==> src/rtl/spi_fifo_port.sv <==
`timescale 1ns/1ps
module spi_fifo_port #(
  parameter int W = 8,
  parameter logic [W-1:0] OP_WR = 8'h66,
  parameter logic [W-1:0] OP_RD = 8'h77
) (
  input  logic         clk,
  input  logic         rst_n,
  input  logic         sclk,
  input  logic         cs_n,
  input  logic         sdi,
  output logic         sdo,
  output logic         tx_push,
  output logic [W-1:0] tx_data,
  input  logic         tx_full,
  output logic         rx_pop,
  input  logic [W-1:0] rx_data,
  input  logic         rx_empty,
  output logic         ovf,
  output logic         udf
);
  localparam int CW = $clog2(W);

  typedef enum logic [1:0] {ST_OPC, ST_WR, ST_RD, ST_IGN} st_t;

  logic [2:0]    sck_q;
  logic [1:0]    cs_q, di_q;
  st_t           st;
  logic [CW-1:0] cnt;
  logic [W-2:0]  in_sh;
  logic [W-1:0]  out_sh;

  // synchronisers
  always_ff @(posedge clk or negedge rst_n)
    if (!rst_n) begin
      sck_q <= '0;
      cs_q  <= '1;
      di_q  <= '0;
    end else begin
      sck_q <= {sck_q[1:0], sclk};
      cs_q  <= {cs_q[0], cs_n};
      di_q  <= {di_q[0], sdi};
    end

  logic sel, sck_r, sck_f, last, go_rd;
  logic [W-1:0] shift_byte;

  assign sel        = ~cs_q[1];
  assign sck_r      = sck_q[1] & ~sck_q[2];
  assign sck_f      = ~sck_q[1] & sck_q[2];
  assign shift_byte = {in_sh, di_q[1]};
  assign last       = sel & sck_r & (cnt == CW'(W-1));
  assign go_rd      = last & (((st == ST_OPC) & (shift_byte == OP_RD)) | (st == ST_RD));
  assign tx_data    = shift_byte;
  assign tx_push    = last & (st == ST_WR) & ~tx_full;
  assign rx_pop     = go_rd & ~rx_empty;

  always_ff @(posedge clk or negedge rst_n)
    if (!rst_n) begin
      st     <= ST_OPC;
      cnt    <= '0;
      in_sh  <= '0;
      out_sh <= '0;
      sdo    <= 1'b0;
      ovf    <= 1'b0;
      udf    <= 1'b0;
    end else if (!sel) begin
      st  <= ST_OPC;
      cnt <= '0;
      sdo <= 1'b0;
    end else begin
      if (sck_r) begin
        in_sh <= shift_byte[W-2:0];
        cnt   <= last ? '0 : cnt + 1'b1;
      end
      if (last && st == ST_OPC)
        st <= (shift_byte == OP_WR) ? ST_WR :
              (shift_byte == OP_RD) ? ST_RD : ST_IGN;
      if (last && st == ST_WR && tx_full)
        ovf <= 1'b1;
      if (go_rd) begin
        out_sh <= rx_empty ? '0 : rx_data;
        if (rx_empty) udf <= 1'b1;
      end
      if (sck_f) begin
        if (st == ST_RD) begin
          sdo    <= out_sh[W-1];
          out_sh <= out_sh << 1;
        end else begin
          sdo <= 1'b0;
        end
      end
    end


  ovf_sticky_chk: assert property (@(posedge clk) disable iff (!rst_n) ovf |=> ovf);

  ovf_cause_chk: assert property (@(posedge clk) disable iff (!rst_n) $rose(ovf) |-> $past(tx_full));

  udf_sticky_chk: assert property (@(posedge clk) disable iff (!rst_n) udf |=> udf);

  udf_cause_chk: assert property (@(posedge clk) disable iff (!rst_n) $rose(udf) |-> $past(rx_empty));

  sdo_edge_chk: assert property (@(posedge clk) disable iff (!rst_n)
    !$stable(sdo) |-> ($past(sck_f) || $past(!sel)));

  sdo_idle_chk: assert property (@(posedge clk) disable iff (!rst_n) !sel |=> !sdo);

  ign_quiet_chk: assert property (@(posedge clk) disable iff (!rst_n) (st == ST_IGN) |-> !sdo);

  strobe_excl_chk: assert property (@(posedge clk) disable iff (!rst_n) $onehot0({tx_push, rx_pop}));
endmodule

==> config.mk <==
export PLATFORM = sky130hd
export DESIGN_NAME = spi_fifo_port
export DESIGN_NICKNAME = d
export VERILOG_FILES = /design/src/rtl/spi_fifo_port.sv
export SDC_FILE = /design/constraint.sdc
export NUM_CORES = 1
export LEC_CHECK = 0
export BUFFER_PORTS_ARGS = -buffer_cell sky130_fd_sc_hd__buf_4
export CORE_ASPECT_RATIO = 0.9
export CORE_UTILIZATION = 30
export DETAILED_ROUTE_END_ITERATION = 12
export PLACE_DENSITY = 0.57
export SYNTH_ARGS = -nofsm -noshare
export SYNTH_HDL_FRONTEND = slang
export SYNTH_SLANG_ARGS = --single-unit
==> constraint.sdc <==
create_clock -name clk -period 2.8 [get_ports clk]
set_clock_uncertainty 0.05 [all_clocks]
set_input_delay 0.28 -clock clk [delete_from_list [all_inputs] [get_ports clk]]
set_output_delay 0.28 -clock clk [all_outputs]
set_load 0.03 [all_outputs]
## Word-level counts from Yosys, hierarchy flattened

Index checks and enable logic that the tools add are counted.

- Bits of input ports: 15
- Register bits after elaboration: 30
- Word-level logic and storage cells: 55

- Mux-type cells: 14
- Bitwise logic cells: 15
- Equal/unequal tests: 5
- Add/sub/neg operators: 1
- Reductions and logical operators: 10

Operators by type and width:

| operator | count |
|---|---|
| two-way mux 8 bit | 4 |
| equality test 8 x 7 -> 1 bit (second input constant) | 2 |
| bitwise AND 1 bit | 9 |
| two-way mux 3 bit | 3 |
| two-way mux 2 bit | 3 |
| nonzero test 2 bit | 3 |
| NOT 1 bit | 5 |
| two-way mux 1 bit | 4 |
| AND reduction 2 bit | 2 |
| adder 3 x 1 -> 3 bit (second input constant) | 1 |
| equality test 3 bit (second input constant) | 1 |
| logical AND 1 bit | 3 |
| AND reduction 3 bit | 1 |
| equality test 2 x 1 -> 1 bit (second input constant) | 1 |
| equality test 2 bit (second input constant) | 1 |
| logical NOT 2 bit | 1 |
| OR 1 bit | 1 |

## Longest topological paths before layout

- Word-level depth: 8
- Mapped depth: 6
- Mapped depth without buffers: 5

## Least setup slack after synthesis

OpenSTA, ideal clock, no wires.

- Kind: reg-to-reg
- Start: register in_sh[2]
- End: register out_sh[1]
- Data required time: 2.624 ns
- Path buffers: 1
- Slack: 0.691 ns
- Clock period less this slack: 2.109 ns
- Setup time: 0.126 ns
- Cell stages (with the launch flop): 6
- Arrival time: 1.933 ns
- Path through: dfrtp_1 -> and4b_1 -> a41oi_2 -> or4_1 -> buf_2 -> a221o_1

- Cells in the longest elaborated chain, start to end: 7

Ends and longest elaborated chain:

| element | RTL line | RTL |
|---|---|---|
| from (decl) | 30 | `logic [W-2:0] in_sh;` |
| from (signal assigned) | 73 | `in_sh <= shift_byte[W-2:0];` |
| equality test 8 x 7 -> 1 bit * | 53 | `assign go_rd = last & (((st == ST_OPC) & (shift_byte == OP_RD)) \| (st == ST_RD));` |
| bitwise AND 1 bit * | 53 |  |
| OR 1 bit * | 53 |  |
| bitwise AND 1 bit * | 53 |  |
| two-way mux 8 bit * | 81 | `if (go_rd) begin` |
| two-way mux 8 bit | 86 | `if (st == ST_RD) begin` |
| two-way mux 8 bit * | 85 | `if (sck_f) begin` |
| to (signal assigned) | 82 | `out_sh <= rx_empty ? '0 : rx_data;` |
| to (signal assigned) | 88 | `out_sh <= out_sh << 1;` |
| to (decl) | 31 | `logic [W-1:0] out_sh;` |

Every way passes the cells marked *; elsewhere a longest branch is shown, timed or not.
A chain may end at the register's enable or synchronous reset.

## Final worst setup path

- Start: register cnt[0]
- End: register out_sh[5]

- Cells in the longest elaborated chain, start to end: 6

Ends and longest elaborated chain:

| element | RTL line | RTL |
|---|---|---|
| from (decl) | 29 | `logic [CW-1:0] cnt;` |
| from (signal assigned) | 74 | `cnt <= last ? '0 : cnt + 1'b1;` |
| equality test 3 bit * | 52 | `assign last = sel & sck_r & (cnt == CW'(W-1));` |
| bitwise AND 1 bit * | 52 |  |
| bitwise AND 1 bit * | 53 |  |
| two-way mux 8 bit * | 81 |  |
| two-way mux 8 bit | 86 |  |
| two-way mux 8 bit * | 85 |  |

Marked as above.

==> results.yml <==
route:
  vias: 924
  drcViolationCount: 0
  drt_first_iter_violations: 51
  viasPerCell: 5.19
  drt.antenna.violating_nets: 0
  number_of_detailed_route_iterations_in_the_first_pass: 4
  post_drt_wl_per_cell_um: 14.2
  routed_wirelength_um: 2520
setup_path:
  crit_path_end_kind: "flip-flop"
  worst_setup_path_start_kind: "flip-flop"
  critPathMaxStageDelay_ns: 0.95
  worst_ep_required_time_ns: 2.96
  critPathTopFamily: "simple AND/OR/NAND/NOR gates"
  worst_setup_path_type: "flip-flop to flip-flop"
  worstPathArrival_ns: 2.42
  critical_path.slowest_cell: "sky130_fd_sc_hd__nor4_1"
  critical_path_peak_fanout: 7
  cp_num_buf_inv: 0
  critical_path.cell_chain: "ha_1 -> ha_1 -> nand3_1 -> nor4_1 -> a221o_1"
  path_common_cell: "sky130_fd_sc_hd__ha_1"
cts:
  clock-sinks: 30
  maximum_count_of_clock_buffers_along_a_single_path: 2
  cts.reportedPaths.clkPinSlew_ns: 0.06
  cts_buffers: 5
  clock-root-buffer: "sky130_fd_sc_hd__clkbuf_8"
  clkLatencyLatePin_ns: 0.27
  cts_tree: "built"
  cts_resized: 0
  htree_levels: 2
timing:
  fin_crit_sh_pct: 80.8
  period_needed_ns: 2.26
  tightestPinTransition_ns: 1.09
  grt_setup_unrepaired: "no"
  fin_tns_setup_ns: 0
  relSlewSlack_pct: 26.7
  report.final.setup_viol: 0
  final.hold.worst_slack_ns: 0.0680
  fmaxAchievable_mhz: 442
  timing_max_transition_violations_final: 0
  hold_violations: 0
synthesis:
  muxShareOfSynthArea_pct: 6.34
  combinational_family_with_the_most_area_after_synthesis: "simple AND/OR/NAND/NOR gates"
  fraction_of_the_yosys_area_taken_by_sequential_cells_pct: 60.6
  synthDistinctLibCells: 33
  synthesized_area_fraction_occupied_by_xor_and_xnor_cells_pct: 0
  syn_inst: 97
  yosys_register_bits: 30
  yosys.area.top_type: "sky130_fd_sc_hd__dfrtp_1"
  synthesis.nets: 114
  yosysTopAreaCellShare_pct: 56.4
  synth.yosys.warnings: 0
  synth_compound_gate_area_share_pct: 12.9
  post_synth_instance_area_sq_mm: 0.00124
  synth_area_leaders: "sky130_fd_sc_hd__dfrtp_1, sky130_fd_sc_hd__mux2_2, sky130_fd_sc_hd__a221o_1"
  synth_simple_gate_area_share_pct: 16.5
  avgSynthCellArea_sq_um: 12.8
  synth_adder_area_share_pct: 2.01
placed_design:
  globalplace.congestion: 0.676
  dpl.hpwl_um: 1830
  port_buffers: 27
finish:
  layout.cells.most_common: "sky130_fd_sc_hd__buf_4"
  utilization_pct: 42.3
  syn2layout_area_growth_pct: 30.5
  antennaDiodeCount: 0
  final_net_count: 148
  final_cell_mix: "sky130_fd_sc_hd__buf_4, sky130_fd_sc_hd__dfrtp_1, sky130_fd_sc_hd__nor2_1, sky130_fd_sc_hd__clkbuf_8"
  layout-drive-gt1-share_pct: 36.4
floorplan:
  floorplan.die_area_sq_mm: 0.00440
  io_pins: 28
  num_rows: 21
  die_x_um: 69.8
  initial_core_util_pct: 32.4
  core_region_area_sq_mm: 0.00384
  die_span_y_um: 63.1
min_path:
  hp-class: "primary input to flip-flop"
global_route:
  antenna_violations_before_repair: 0
  track_usage_pct: 12.5
  grt_pass1_wl_um: 4270
  grt_start_max_net_pins: 31
  first_global_vias: 911
  global_route.overflow_total: 0
flow_run:
  maxCapViolCount: 0
pwr:
  powerDensity_mw_per_mm2: 732
  cellLeakagePower_nw: 0.802
  peakVddDrop_mv: 0.649
status:
  run_status: "finished clean"
-- final cells by class --
class	instances	area (sq um)
Multi-Input combinational cell	63	469
Inverter	1	3.75
Fill cell	380	2210
Sequential cell	30	753
Timing Repair Buffer	30	228
Tap cell	46	57.6
Clock buffer	8	110
-- worst reg2reg max path, delay by kind of cell, from the launching register on --
family                     cells  cell delay [ns]
and+or+nand+nor                2             1.11
adders and majority gates      2             0.39
DFF                            1             0.37
AOI/OAI and AO/OA              1             0.29
-- cells by family (layout without fill, tap and decap cells) --
group | Yosys count | after routing
flops | 30 | 30
simple gates | 35 | 35
mux | 7 | 7
fa+ha+maj | 2 | 2
compound gates | 19 | 19
buf+inv | 4 | 39
-- synth_stat cells --
master and number:
sky130_fd_sc_hd__a21o_1 1, sky130_fd_sc_hd__a21oi_1 5, sky130_fd_sc_hd__a221o_1 7, sky130_fd_sc_hd__a22oi_1 1, sky130_fd_sc_hd__a31oi_1 1, sky130_fd_sc_hd__a32o_1 1, sky130_fd_sc_hd__a41o_1 1, sky130_fd_sc_hd__a41oi_2 1
sky130_fd_sc_hd__and2b_1 1, sky130_fd_sc_hd__and3_1 7, sky130_fd_sc_hd__and3b_1 2, sky130_fd_sc_hd__and4b_1 1, sky130_fd_sc_hd__buf_2 1, sky130_fd_sc_hd__buf_4 1, sky130_fd_sc_hd__clkbuf_1 1, sky130_fd_sc_hd__dfrtp_1 28
sky130_fd_sc_hd__dfstp_2 2, sky130_fd_sc_hd__ha_1 2, sky130_fd_sc_hd__inv_1 1, sky130_fd_sc_hd__mux2_2 7, sky130_fd_sc_hd__nand2_1 4, sky130_fd_sc_hd__nand2b_1 2, sky130_fd_sc_hd__nand3_1 1, sky130_fd_sc_hd__nand3b_1 1
sky130_fd_sc_hd__nand4_1 1, sky130_fd_sc_hd__nor2_1 8, sky130_fd_sc_hd__nor2b_1 1, sky130_fd_sc_hd__nor3_1 2, sky130_fd_sc_hd__nor3b_1 1, sky130_fd_sc_hd__nor3b_2 1, sky130_fd_sc_hd__nor4_1 1, sky130_fd_sc_hd__o21a_1 1
sky130_fd_sc_hd__or4_1 1
-- what timing repair did --
action	in CTS	in global routing
setup buffers	0	0
hold endpoints to repair	28	0
setup endpoints to repair	0	0
hold buffers	1	0
-- sequential cells by signal, summed over array words and instances, names as in the netlist --
register and count:
cnt 3, cs_q 2, di_q 2, in_sh 7, out_sh 8, ovf 1
sck_q 3, sdo 1, st 2, udf 1
-- power breakdown --
group	leakage [nW]	switching, mW	internal, mW
sequential	0.381	0.0547	0.488
combinational	0.363	0.141	0.111
clock	0.0575	0.146	0.248
-- stage by stage --
step	setup slack [ns]	std cells	power (mW)	cell area [sq um]
floorplan	0.691	97	0.686	1240
global placement	0.703	169	0.797	1500
detailed placement	0.583	169	0.803	1500
CTS	0.576	178	1.20	1620
global route	0.362	178	1.24	1620
finish	0.538	178	1.19	1620
-- worst paths after layout --
check / start / end / slack (ns) / cells after the start
setup / recovery: cnt[0] / out_sh[5] / 0.54 / 5
hold / removal: sclk / sck_q[0] / 0.07 / 1
setup reg to reg: cnt[0] / out_sh[5] / 0.54 / 5
hold reg to reg: di_q[0] / di_q[1] / 0.30 / 0
max in group asynchronous: rst_n / cs_q[0] / 1.96 / 2
min in group asynchronous: rst_n / st[0] / 0.43 / 2
-- per-layer routing --
| layer | wire [um] | GRT usage [%] | part of all wire [%] | vias up |
|---|---|---|---|---|
| met4 | 19 | 3.00 | 0.75 | 0 |
| met5 | 0 | 0 | 0 | - |
| met1 | 1170 | 16.7 | 46 | 461 |
| met3 | 164 | 4.48 | 6.5 | 2 |
| li1 | - | - | - | 430 |
| met2 | 1170 | 19.5 | 46 | 31 |
Power figures use the tool's default switching activity.
